## src/rtl/msi_agg_pkg.sv

```systemverilog
package msi_agg_pkg;
  localparam int unsigned ADDR_W = 12;
  localparam int unsigned DATA_W = 32;
  // Fixed software-visible offsets
  localparam logic [ADDR_W-1:0] EOI_OFS  = 12'h050;
  localparam logic [ADDR_W-1:0] DB_OFS   = 12'h054;
  localparam logic [3:0]        GRP_PAGE = 4'h1;    // groups live at 0x1n_
  localparam logic [3:0]        SUB_STAT = 4'h4;
  localparam logic [3:0]        SUB_ENS  = 4'h8;
  localparam logic [3:0]        SUB_ENC  = 4'hC;
  localparam int unsigned       EOI_BIAS = 4;

  typedef enum logic [1:0] {
    RK_NONE,
    RK_STAT,
    RK_ENS,
    RK_ENC
  } reg_kind_e;
endpackage

```

## src/rtl/msi_agg_decode.sv

```systemverilog
module msi_agg_decode
  import msi_agg_pkg::*;
#(
  parameter int unsigned GROUPS = 8,
  parameter int unsigned BITS   = 4
) (
  input  logic                          sw_wr,
  input  logic [ADDR_W-1:0]             sw_addr,
  input  logic [DATA_W-1:0]             sw_wdata,
  input  logic                          ib_wr,
  input  logic [ADDR_W-1:0]             ib_addr,
  input  logic [DATA_W-1:0]             ib_data,
  output reg_kind_e                     kind,
  output logic [GROUPS-1:0]             grp_hit,
  output logic [GROUPS-1:0]             eoi_hit,
  output logic [GROUPS-1:0][BITS-1:0]   ring
);
  localparam int unsigned NVEC = GROUPS * BITS;
  localparam int unsigned VW   = $clog2(NVEC);

  logic       in_page;
  logic [3:0] grp_idx;
  logic [3:0] sub;
  logic       eoi_wr;
  logic       db_ok;

  assign in_page = (sw_addr[11:8] == GRP_PAGE);
  assign grp_idx = sw_addr[7:4];
  assign sub     = sw_addr[3:0];
  assign eoi_wr  = sw_wr && (sw_addr == EOI_OFS);
  assign db_ok   = ib_wr && (ib_addr == DB_OFS) && (ib_data < DATA_W'(NVEC));

  always_comb begin
    kind = RK_NONE;
    if (in_page && (32'(grp_idx) < GROUPS)) begin
      case (sub)
        SUB_STAT: kind = RK_STAT;
        SUB_ENS:  kind = RK_ENS;
        SUB_ENC:  kind = RK_ENC;
        default:  kind = RK_NONE;
      endcase
    end
  end

  for (genvar g = 0; g < GROUPS; g++) begin : g_grp
    assign grp_hit[g] = in_page && (grp_idx == 4'(g));
    assign eoi_hit[g] = eoi_wr && (sw_wdata == DATA_W'(g + EOI_BIAS));
    for (genvar b = 0; b < BITS; b++) begin : g_bit
      // interleaved: vector = bit*GROUPS + group
      assign ring[g][b] = db_ok && (ib_data[VW-1:0] == VW'(b * GROUPS + g));
    end
  end
endmodule

```

## src/rtl/msi_agg_group.sv

```systemverilog
module msi_agg_group #(
  parameter int unsigned BITS = 4
) (
  input  logic            clk,
  input  logic            rst_n,
  input  logic [BITS-1:0] ring,
  input  logic [BITS-1:0] stat_clr,
  input  logic [BITS-1:0] en_set,
  input  logic [BITS-1:0] en_clr,
  input  logic            eoi,
  output logic [BITS-1:0] pend,
  output logic [BITS-1:0] en,
  output logic            irq
);
  logic [BITS-1:0] pend_d, en_d;
  logic            gap_q, gap_d;
  logic            pend_ce, en_ce;

  always_comb begin
    pend_ce = |ring || |stat_clr;
    en_ce   = |en_set || |en_clr;
    pend_d  = (pend & ~stat_clr) | ring;   // a new doorbell beats a clear
    en_d    = (en | en_set) & ~en_clr;
    gap_d   = eoi;
  end

  always_ff @(posedge clk or negedge rst_n) begin
    if (!rst_n) begin
      pend  <= '0;
      en    <= '0;
      gap_q <= 1'b0;
    end else begin
      if (pend_ce) pend <= pend_d;
      if (en_ce)   en   <= en_d;
      gap_q <= gap_d;
    end
  end

  assign irq = (|(pend & en)) && !gap_q;
endmodule

```

## src/rtl/msi_doorbell_agg.sv

```systemverilog
module msi_doorbell_agg
  import msi_agg_pkg::*;
#(
  parameter int unsigned GROUPS = 8,
  parameter int unsigned BITS   = 4
) (
  input  logic              clk,
  input  logic              rst_n,
  input  logic              sw_wr,
  input  logic [11:0]       sw_addr,
  input  logic [31:0]       sw_wdata,
  output logic [31:0]       sw_rdata,
  input  logic              ib_wr,
  input  logic [11:0]       ib_addr,
  input  logic [31:0]       ib_data,
  output logic [GROUPS-1:0] irq_o
);
  logic [1:0] rst_sync;
  logic       rst_sn;

  // asynchronous assert, synchronous release
  always_ff @(posedge clk or negedge rst_n) begin
    if (!rst_n) rst_sync <= '0;
    else        rst_sync <= {rst_sync[0], 1'b1};
  end
  assign rst_sn = rst_sync[1];

  reg_kind_e                   kind;
  logic [GROUPS-1:0]           grp_hit, eoi_hit;
  logic [GROUPS-1:0][BITS-1:0] ring, pend_q, en_q;

  msi_agg_decode #(.GROUPS(GROUPS), .BITS(BITS)) u_dec (
    .sw_wr   (sw_wr),
    .sw_addr (sw_addr),
    .sw_wdata(sw_wdata),
    .ib_wr   (ib_wr),
    .ib_addr (ib_addr),
    .ib_data (ib_data),
    .kind    (kind),
    .grp_hit (grp_hit),
    .eoi_hit (eoi_hit),
    .ring    (ring)
  );

  for (genvar g = 0; g < GROUPS; g++) begin : g_grp
    logic          wr_here;
    logic [BITS-1:0] clr_v, ens_v, enc_v;
    assign wr_here = sw_wr && grp_hit[g];
    assign clr_v = (wr_here && kind == RK_STAT) ? sw_wdata[BITS-1:0] : '0;
    assign ens_v = (wr_here && kind == RK_ENS)  ? sw_wdata[BITS-1:0] : '0;
    assign enc_v = (wr_here && kind == RK_ENC)  ? sw_wdata[BITS-1:0] : '0;

    msi_agg_group #(.BITS(BITS)) u_grp (
      .clk     (clk),
      .rst_n   (rst_sn),
      .ring    (ring[g]),
      .stat_clr(clr_v),
      .en_set  (ens_v),
      .en_clr  (enc_v),
      .eoi     (eoi_hit[g]),
      .pend    (pend_q[g]),
      .en      (en_q[g]),
      .irq     (irq_o[g])
    );
  end

  always_comb begin
    sw_rdata = '0;
    for (int g = 0; g < GROUPS; g++) begin
      if (grp_hit[g]) begin
        case (kind)
          RK_STAT:        sw_rdata[BITS-1:0] = pend_q[g];
          RK_ENS, RK_ENC: sw_rdata[BITS-1:0] = en_q[g];
          default:        sw_rdata = '0;
        endcase
      end
    end
  end
endmodule

```

## config.mk

```make
export PLATFORM = sky130hd
export DESIGN_NAME = msi_doorbell_agg
export DESIGN_NICKNAME = d
export VERILOG_FILES = /design/src/rtl/msi_agg_pkg.sv /design/src/rtl/msi_agg_decode.sv /design/src/rtl/msi_agg_group.sv /design/src/rtl/msi_doorbell_agg.sv
export SDC_FILE = /design/constraint.sdc
export NUM_CORES = 1
export LEC_CHECK = 0
export BUFFER_PORTS_ARGS = -buffer_cell sky130_fd_sc_hd__buf_4
export CAP_MARGIN = 40
export CORE_MARGIN = 2
export CORE_UTILIZATION = 58
export CTS_CLUSTER_SIZE = 20
export DETAILED_ROUTE_END_ITERATION = 6
export GPL_TIMING_DRIVEN = 0
export PLACE_DENSITY = 0.95
export SLEW_MARGIN = 20
export SYNTH_ARGS = -nofsm -noshare
export SYNTH_HDL_FRONTEND = slang
export SYNTH_HIERARCHICAL = 1
export SYNTH_SLANG_ARGS = --single-unit
export TNS_END_PERCENT = 20
```

## constraint.sdc

```tcl
create_clock -name clk -period 4.5 [get_ports clk]
set_input_delay 0.9 -clock clk [delete_from_list [all_inputs] [get_ports clk]]
set_output_delay 0.9 -clock clk [all_outputs]
set_load 0.01 [all_outputs]
```

==> After elaboration in Yosys (flattened, before gate mapping) <==
Index checks and enable logic that the tools add are counted.
{ "classes": {"order_cmp": 2, "n_eq_ne": 55, "muxes": 48, "bitwise_logic": 56, "n_reduce_logical": 160} }
{ "ops": {"columns": ["cell", "n"], "rows": [
  ["two-way mux 32 bit", 6],
  ["two-way mux 28 bit", 6],
  ["OR reduction 4 bit", 40],
  ["== test 32 x 3 -> 1 bit, second input constant", 4],
  ["== test 32 x 4 -> 1 bit, second input constant", 4],
  ["two-way mux 4 bit", 26],
  ["AND 4 bit", 24],
  ["logical AND 1 bit", 92],
  ["== test 5 bit, second input constant", 16],
  ["inverter 4 bit", 16],
  ["bitwise OR 4 bit", 16],
  ["one-hot mux 4 bit (2 select lines)", 8],
  ["== test 5 x 4 -> 1 bit, second input constant", 8],
  ["less-than comparator 32 x 6 -> 1 bit, second input constant", 1],
  ["== test 12 x 7 -> 1 bit, second input constant", 2],
  ["== test 4 x 3 -> 1 bit, second input constant", 5],
  ["== test 5 x 3 -> 1 bit, second input constant", 4],
  ["logical OR 1 bit", 16],
  ["== test 5 x 2 -> 1 bit, second input constant", 2],
  ["== test 4 x 1 -> 1 bit, second input constant", 2],
  ["== test 4 x 2 -> 1 bit, second input constant", 2],
  ["== test 4 bit, second input constant", 2],
  ["zero test 1 bit", 8],
  ["one-hot mux 2 bit (3 select lines)", 1],
  ["other kinds (9)", 10]
]} }
{ "word_totals": {"ff_bits": 74, "inputBits": 92, "out_inout_bits": 40, "word_cells": 346} }

==> Depth between registers and ports, before layout <==
Gate-level depths: netlist (run 1).
{ "logic_depth": {"depth_word": 19, "ltp_mapped": 10, "mapped_depth_nobuf": 8} }

==> By module <==
Netlist (run 1), hierarchy kept.
{ "modules_own_cells": {"columns": ["mod", "instances", "cells_per_inst", "area_per_inst_um2", "seq_area_each_um2"], "rows": [
  ["msi_agg_group", 8, 28, 321.6, 225.2],
  ["msi_doorbell_agg", 1, 262, 1607.8, 50.0],
  ["msi_agg_decode", 1, 146, 817.0, 0.0]
]} }

==> Least setup slack after synthesis (run 1) <==
No wires, ideal clock.
{ "synth_timing": {"kind": "input -> output", "from": "input port sw_addr[9]", "to": "output port sw_rdata[3]", "arrival_time_ns": 2.833, "required_time_ns": 3.600, "slack_ns": 0.767, "stages": 7, "n_path_buf": 0, "cell_sequence": "nor4b_1 > nand2b_1 > nor4_1 > and4bb_1 > a32o_1 > o311ai_1 > a31oi_1"} }
{ "synth_between": {"word_cells_on_any_way": 31, "classes_between": "eq/ne: 4; mux: 17; reduce/logical: 10"} }
{ "synth_lines": {"columns": ["item", "line", "source"], "rows": [
  ["start, declared", "msi_doorbell_agg.sv:10", "input logic [11:0] sw_addr,"],
  ["== test 4 x 1 -> 1 bit", "msi_agg_decode.sv:27", "assign in_page = (sw_addr[11:8] == GRP_PAGE);"],
  ["logical AND 1 bit", "msi_agg_decode.sv:46", "assign grp_hit[g] = in_page && (grp_idx == 4'(g));"],
  ["via grp_hit[0]", "msi_doorbell_agg.sv:29", "logic [GROUPS-1:0] grp_hit, eoi_hit;"],
  ["two-way mux 4 bit (2 in a row)", "msi_doorbell_agg.sv:70", "if (grp_hit[g]) begin"],
  ["two-way mux 32 bit (6 in a row)", "msi_doorbell_agg.sv:70", null],
  ["end, declared", "msi_doorbell_agg.sv:12", "output logic [31:0] sw_rdata,"]
]} }
The timed path passes the listed nets, and every way through them passes these cells.

==> Worst setup path in the final report (run 1) <==
{ "layout_timing": {"from": "input port sw_addr[9]", "to": "output port sw_rdata[2]"} }
{ "layout_between": {"elab_chain_len": 14, "word_cells_on_any_way": 31, "classes_between": "eq/ne: 4; mux: 17; reduce/logical: 10"} }
{ "layout_rtl": {"columns": ["item", "line", "source"], "rows": [
  ["== test 4 x 1 -> 1 bit (*)", "msi_agg_decode.sv:27", null],
  ["logical AND 1 bit (*)", "msi_agg_decode.sv:35", "if (in_page && (32'(grp_idx) < GROUPS)) begin"],
  ["two-way mux 2 bit (*)", "msi_agg_decode.sv:35", null],
  ["via kind[1]", "msi_doorbell_agg.sv:28", "reg_kind_e kind;"],
  ["== test 2 bit", "msi_doorbell_agg.sv:71", "case (kind)"],
  ["OR reduction 2 bit", "msi_doorbell_agg.sv:71", null],
  ["one-hot mux 4 bit (2 select lines)", "msi_doorbell_agg.sv:71", null],
  ["two-way mux 4 bit (2 in a row)", "msi_doorbell_agg.sv:70", null],
  ["two-way mux 32 bit (5 in a row)", "msi_doorbell_agg.sv:70", null],
  ["two-way mux 32 bit (*)", "msi_doorbell_agg.sv:70", null]
]} }
Mark *: on every way through the listed nets, which the timed path passes. The rest lies on a longest branch.

==> results.toml, run 1 <==
[run_status]
run_status = "finished, final reports clean"

[timing]
worst-slew-pin-transition_ns = 0.757
final_period_minus_worst_setup_slack_ns = 4.40
timing.final.ws_setup_ns = 0.0994
slew_violations = 0
fin_setup_tns_ns = 0
clock-skew-final_ns = 0.00839
max_slew_margin_pct = 49.1
maxClockFrequency_mhz = 227
final-setup-viol-count = 0
final-hold-violation-count = 0
final.period_utilization_pct = 97.8
grt_setup_unrepaired = "false"

[synthesis]
synthesis.area_per_instance_sq_um = 7.91
yosys.area.top_type_share_pct = 37.1
asyncSetResetFlopFracSynth_pct = 100
number_of_distinct_standard_cells_referenced_by_the_synthesized_netlist = 45
synth-seq-cells = 74
netlist_instances = 632
synth_edf_count = 0
ys.warnings.count = 6
synth_commonest_cells = "103 x sky130_fd_sc_hd__nor2_1, 74 x sky130_fd_sc_hd__dfrtp_1, 69 x sky130_fd_sc_hd__nand2_1, 66 x sky130_fd_sc_hd__and3_1, 55 x sky130_fd_sc_hd__nor4_1"
yosys-top-cells-area = "sky130_fd_sc_hd__dfrtp_1 37%, sky130_fd_sc_hd__and3_1 8.3%, sky130_fd_sc_hd__nor2_1 7.7%"
ys_dominant_reg_cell = "sky130_fd_sc_hd__dfrtp_1"
post-synth-top-area-cell = "sky130_fd_sc_hd__dfrtp_1"
yosysSeqAreaShare_pct = 37.1
synth.cell_area_sq_mm = 0.00500
yosysMostFrequentCell = "sky130_fd_sc_hd__nor2_1"

[power]
finalPower_mw = 1.51
leakagePower_nw = 3.16
vdd_drop_max_v = 0.000202
powerDensity_mw_per_mm2 = 239

[placed_design]
place.gp.congestion = 1.06
numPortBuffers = 103
preCtsSetupSlack_ns = -0.131
detailedPlacementHpwl_mm = 12.0

[layout]
final_nets = 867
post_route_cells_drive_above_1_share_pct = 21.8
area_delta_synth_final_pct = 26.6
antenna_cells_inserted = 0

[drt]
number_of_iterations_in_the_first_detailed_routing_pass = 5
route.final.wire_length_mm = 16.0
detail_route.wl_per_cell_microns = 18.1
vias_per_cell = 6.18
drc = 0
post_detailed_route_count_of_antenna_violating_nets = 0
num_vias = 5472
detail_route.iter0.violations = 601

[critical_path]
cpPeakStageDelay_ns = 0.39
crit_path_frequent_cell = "sky130_fd_sc_hd__buf_4"
worstPathCellList = "buf_4 -> nor4b_2 -> nor4b_1 -> and2_1 -> buf_2 -> nand2_1 -> a311oi_2 -> o41ai_1 -> o221ai_1 -> buf_4"
timing.critical_path.from_type = "primary input"
critical_path.n_buffers_inverters = 3
critical-path-slowest-cell = "sky130_fd_sc_hd__a311oi_2"
critPathKind = "in2out"
crit_family = "simple AND/OR/NAND/NOR gates"
r2r_setup_slack_ns = 3.65
arrival_ns = 3.50
critPathMaxFanout = 10
cp_data_required_time_ns = 3.60
timing.critical_path.to_type = "output pin"

[floorplan]
die_height_microns = 96.8
core_region_area_sq_mm = 0.00830
io_pins = 132
die_x_microns = 96.8
die_area_sq_mm = 0.00937
floorplan.rows = 33
floorplan.initialDensity_pct = 60.2

[global_route]
first_global_vias = 5204
grt_use_total_pct = 33.4
gr_overflow_total = 0
first_pass_grt_wire_length_mm = 25.5
number_of_antenna_violations_at_the_first_check_in_global_routing = 0
grt_start_max_net_pins = 44

[clock_network]
ctsLongestPathBuffers = 2
post_cts_setup_inserts = 0
clock_input_transition_at_the_sequential_cells_of_the_worst_setup_and_hold_paths_ns = 0.08
cts_root_buf = "sky130_fd_sc_hd__clkbuf_8"
cts.sink_count = 74
cts-htree-levels = 3
cts_tree = "yes"
cts_made_buffers = 9
worstSkewPairLatency_ns = 0.35

[min_path]
hold_path_class = "reg2async"

[job]
maxCapViolations = 0
[flip-flops by register name (all words and copies together) (netlist names)]
name,flops
g_grp.u_grp/en,32
g_grp.u_grp/pend,32
g_grp.u_grp/gap_q,8
rst_sync,2
[metrics by stage]
stage / std cells / util (%) / instance area (sq um) / hold WS (ns)
after CTS: 885 / 76.0 / 6300 / 0.282
after global placement: 867 / 72.3 / 6000 / 0.344
after detailed placement: 869 / 72.7 / 6030 / 0.275
final: 885 / 76.2 / 6320 / 0.271
after floorplan: 659 / - / 5100 / 0.331
after global routing: 885 / 76.2 / 6320 / 0.296
[area by class of cell]
| type | count | area [sq um] |
|---|---|---|
| clock inverter | 6 | 138 |
| tap | 105 | 131 |
| sequential | 74 | 1860 |
| fill | 637 | 1970 |
| timing repair buffer | 105 | 798 |
| clock buffer | 10 | 128 |
| multi-input combinational | 489 | 2790 |
| buffer | 62 | 355 |
| inverter | 34 | 128 |
[report_power, final]
group	total [mW]	switching (mW)	internal, mW
clock network	0.689	0.260	0.429
logic	0.151	0.0709	0.0806
registers	0.671	0.00575	0.665
[path summary, 6_finish.rpt]
kind / from / end / depth (start not counted)
min in group clk: rst_sync[0] / rst_sync[1] / 0
max in group asynchronous: rst_sync[1] / g_grp[5].u_grp/en[2] / 1
worst min-delay path: rst_sync[1] / g_grp[0].u_grp/pend[1] / 0
worst max register to register: rst_sync[1] / g_grp[5].u_grp/en[2] / 1
worst max-delay path: sw_addr[9] / sw_rdata[2] / 10
worst min register to register: rst_sync[1] / g_grp[0].u_grp/pend[1] / 0
[per-layer routing]
| layer | vias to the layer above | global-route usage (%) | routed length, microns |
|---|---|---|---|
| met5 | - | 0 | 0 |
| li1 | 2488 | - | - |
| met1 | 2554 | 43.7 | 6200 |
| met4 | 0 | 13.2 | 593 |
| met2 | 367 | 55.3 | 7750 |
| met3 | 63 | 5.71 | 1450 |
[logic make-up (layout without fill, tap and decap cells)]
| kind of cell | after synthesis | count (layout) | share of synthesized area [%] |
|---|---|---|---|
| buf+inv | 96 | 217 | 9.66 |
| flops | 74 | 74 | 37.1 |
| other cells | 2 | 29 | 0.150 |
| simple gates | 362 | 362 | 38.1 |
| compound gates | 98 | 98 | 15.0 |
[repair_timing]
action	4_1_cts	5_1_grt
hold buffers	0	0
resized for setup	1	3
setup endpoints to repair	4	4
endpoints found under the hold margin	0	0
[cell usage in the layout (no fill, tap or decap), drive strengths merged, types with 2 or more instances in the layout]
cell type / count
or3: 2
a22o: 5
a21o: 32
nor3: 3
a21oi: 10
nand2: 69
or3b: 2
a31oi: 7
dfrtp: 74
nor2: 103
or4: 2
nand3b: 19
inv: 36
buf: 145
nor4: 55
nor2b: 6
bufinv: 4
a32oi: 3
and3b: 3
conb: 29
a22oi: 19
clkbuf: 32
and2: 12
nor4b: 6
a21boi: 7
nand2b: 3
a221o: 2
nor3b: 4
nand4: 4
and3: 66
o311ai: 3
a32o: 6
(Power assumes the default switching activity.)
==> inputs of run 2 (changes only) <==
- SETUP_SLACK_MARGIN: not set -> 0.2
==> run 2 against run 1 <==
Net effect:
- non-clock buffer count is the same
- combinational power is essentially flat
- cell area grew 0.44%
- utilization grew 0.33 points
- critical path depth is the same
- power is essentially flat
- sequential power is essentially flat
- fmax grew 3.9%
- clock skew grew 0.00095 ns
- cell count is the same
- largest cell class unchanged
- largest power group unchanged
- highest routed layer unchanged
==> results.toml, run 2 (synthesized netlist as in run 1, its figures left out) <==
[run_status]
run_status = "finished, final reports clean"

[placed_design]
place_inst = 869
post_dp_cell_area_sq_mm = 0.00603
detailedPlacementHpwl_mm = 12.0
numPortBuffers = 103
place.gp.congestion = 1.06
preCtsSetupSlack_ns = -0.131

[timing]
max_slew_margin_pct = 49.5
maxClockFrequency_mhz = 236
clock-skew-final_ns = 0.00934
timing.final.ws_setup_ns = 0.263
fin_setup_tns_ns = 0
final-hold-violation-count = 0
worst-slew-pin-transition_ns = 0.752
final.period_utilization_pct = 94.2
final-setup-viol-count = 0
slew_violations = 0
grt_setup_unrepaired = "false"
final_period_minus_worst_setup_slack_ns = 4.24

[power]
leakagePower_nw = 3.16
intPower_mw = 1.17
finalPower_mw = 1.51
clock_power_share_pct = 45.5
p_comb_share_pct = 10.1
vdd_drop_max_v = 0.000201
power.share.switching_pct = 22.2
total_switching_power_mw = 0.335
powerDensity_mw_per_mm2 = 238
pwr-share-seq_pct = 44.4

[layout]
biggestRegsByFlops = "g_grp.u_grp/en: 32 flops, g_grp.u_grp/pend: 32 flops, g_grp.u_grp/gap_q: 8 flops"
area_delta_synth_final_pct = 27.1
post_layout_nonfiller_instances = 885
final_nets = 867
mostFrequentLayoutCells = "132 x sky130_fd_sc_hd__buf_4, 103 x sky130_fd_sc_hd__nor2_1, 73 x sky130_fd_sc_hd__dfrtp_1"
design_area_sq_mm = 0.00635
post_route_cells_drive_above_1_share_pct = 22.3
n_fill_cell = 628
final_common_cell = "sky130_fd_sc_hd__buf_4"
antenna_cells_inserted = 0

[critical_path]
beginning_of_the_worst_register_to_register_path = "rst_sync[1]"
critPathKind = "in2out"
cp_data_required_time_ns = 3.60
worstReg2RegEnd = "g_grp[5].u_grp/en[2]"
arrival_ns = 3.34
r2r_setup_slack_ns = 3.65
ff2ff_path_depth = 1
timing.critical_path.from_type = "primary input"
critPathMaxFanout = 10
timing.critical_path.to_type = "output pin"

[min_path]
hold_path_class = "reg2async"

[clock_network]
cts-htree-levels = 3
worstSkewPairLatency_ns = 0.35
clock_input_transition_at_the_sequential_cells_of_the_worst_setup_and_hold_paths_ns = 0.08
ctsLongestPathBuffers = 2
cts_root_buf = "sky130_fd_sc_hd__clkbuf_8"
cts.sink_count = 74
cts_tree = "yes"
post_cts_setup_inserts = 0
cts_made_buffers = 9

[drt]
detail_route.iter0.violations = 517
vias_per_cell = 6.17
route.final.wire_length_mm = 16.0
number_of_iterations_in_the_first_detailed_routing_pass = 5
num_vias = 5460
drc = 0
detail_route.wl_per_cell_microns = 18.1
post_detailed_route_count_of_antenna_violating_nets = 0

[global_route]
globalRouteMet2Util_pct = 55.3
grt_use_total_pct = 33.4
number_of_antenna_violations_at_the_first_check_in_global_routing = 0
gr_overflow_total = 0
global_route.peak_usage_layer = "met2"
grt_start_max_net_pins = 44
first_pass_grt_wire_length_mm = 25.5
first_global_vias = 5206
grt.met1_usage_pct = 43.6
grtUsageMet3_pct = 5.71

[floorplan]
core_region_area_sq_mm = 0.00830
io_pins = 132
die_height_microns = 96.8
floorplan.rows = 33
die_area_sq_mm = 0.00937
floorplan.initialDensity_pct = 60.2
die_x_microns = 96.8

[job]
maxCapViolations = 0
run 2: per-stage QoR:
step           hold slack, ns  utilization (%)
3_3_place_gp            0.344             72.3
4_1_cts                 0.282             76.0
3_5_place_dp            0.275             72.7
6_report                0.270             76.5
2_1_floorplan           0.331                -
5_1_grt                 0.296             76.5
run 2: metal layers:
layer / routed length, microns / vias to the layer above
li1: - / 2495
met1: 6130 / 2544
met2: 7800 / 360
met3: 1460 / 61
met4: 596 / 0
met5: 0 / -
run 2: cell type report:
cell class / instances / area [sq um] / area share, %
Buffer: 62 / 355 / 5.59
Clock buffer: 10 / 128 / 2.01
Clock inverter: 6 / 138 / 2.17
Inverter: 34 / 128 / 2.01
Multi-Input combinational cell: 489 / 2820 / 44.4
Sequential cell: 74 / 1860 / 29.2
Tap cell: 105 / 131 / 2.07
Timing Repair Buffer: 105 / 798 / 12.6
run 2: worst max-delay path by stage:
stage	start	end	slack, ns	depth (start not counted)
3_3_place_gp	sw_addr[9]	sw_rdata[2]	-0.08	10
6_report	sw_addr[9]	sw_rdata[2]	0.26	10
3_5_place_dp	sw_addr[9]	sw_rdata[2]	-0.13	10
4_1_cts	sw_addr[9]	sw_rdata[2]	0.23	10
5_1_grt	sw_addr[9]	sw_rdata[2]	0.19	10
2_1_floorplan	sw_addr[9]	sw_rdata[3]	0.77	7
run 2: power by group through the flow:
stage	Clock [mW]	Sequential, mW	Combinational, mW
floorplan	0	0.688	0.0551
global placement	0	0.691	0.132
detailed placement	0	0.685	0.146
CTS	0.696	0.672	0.148
global route	0.722	0.672	0.164
finish	0.687	0.671	0.152
run 2: critical path: stages:
cell,delay [ns]
sky130_fd_sc_hd__buf_4,0.11
sky130_fd_sc_hd__nor4b_2,0.36
sky130_fd_sc_hd__nor4b_2,0.27
sky130_fd_sc_hd__and2_2,0.28
sky130_fd_sc_hd__buf_2,0.25
sky130_fd_sc_hd__nand2_1,0.14
sky130_fd_sc_hd__a311oi_4,0.40
sky130_fd_sc_hd__o41ai_2,0.18
sky130_fd_sc_hd__o221ai_1,0.26
sky130_fd_sc_hd__buf_4,0.18
run 2: repair_timing:
action | CTS | global route
setup endpoints to repair | 4 | 4
gates cloned | 0 | 0
resized for setup | 3 | 6
pin swaps | 0 | 0
hold buffers | 0 | 0
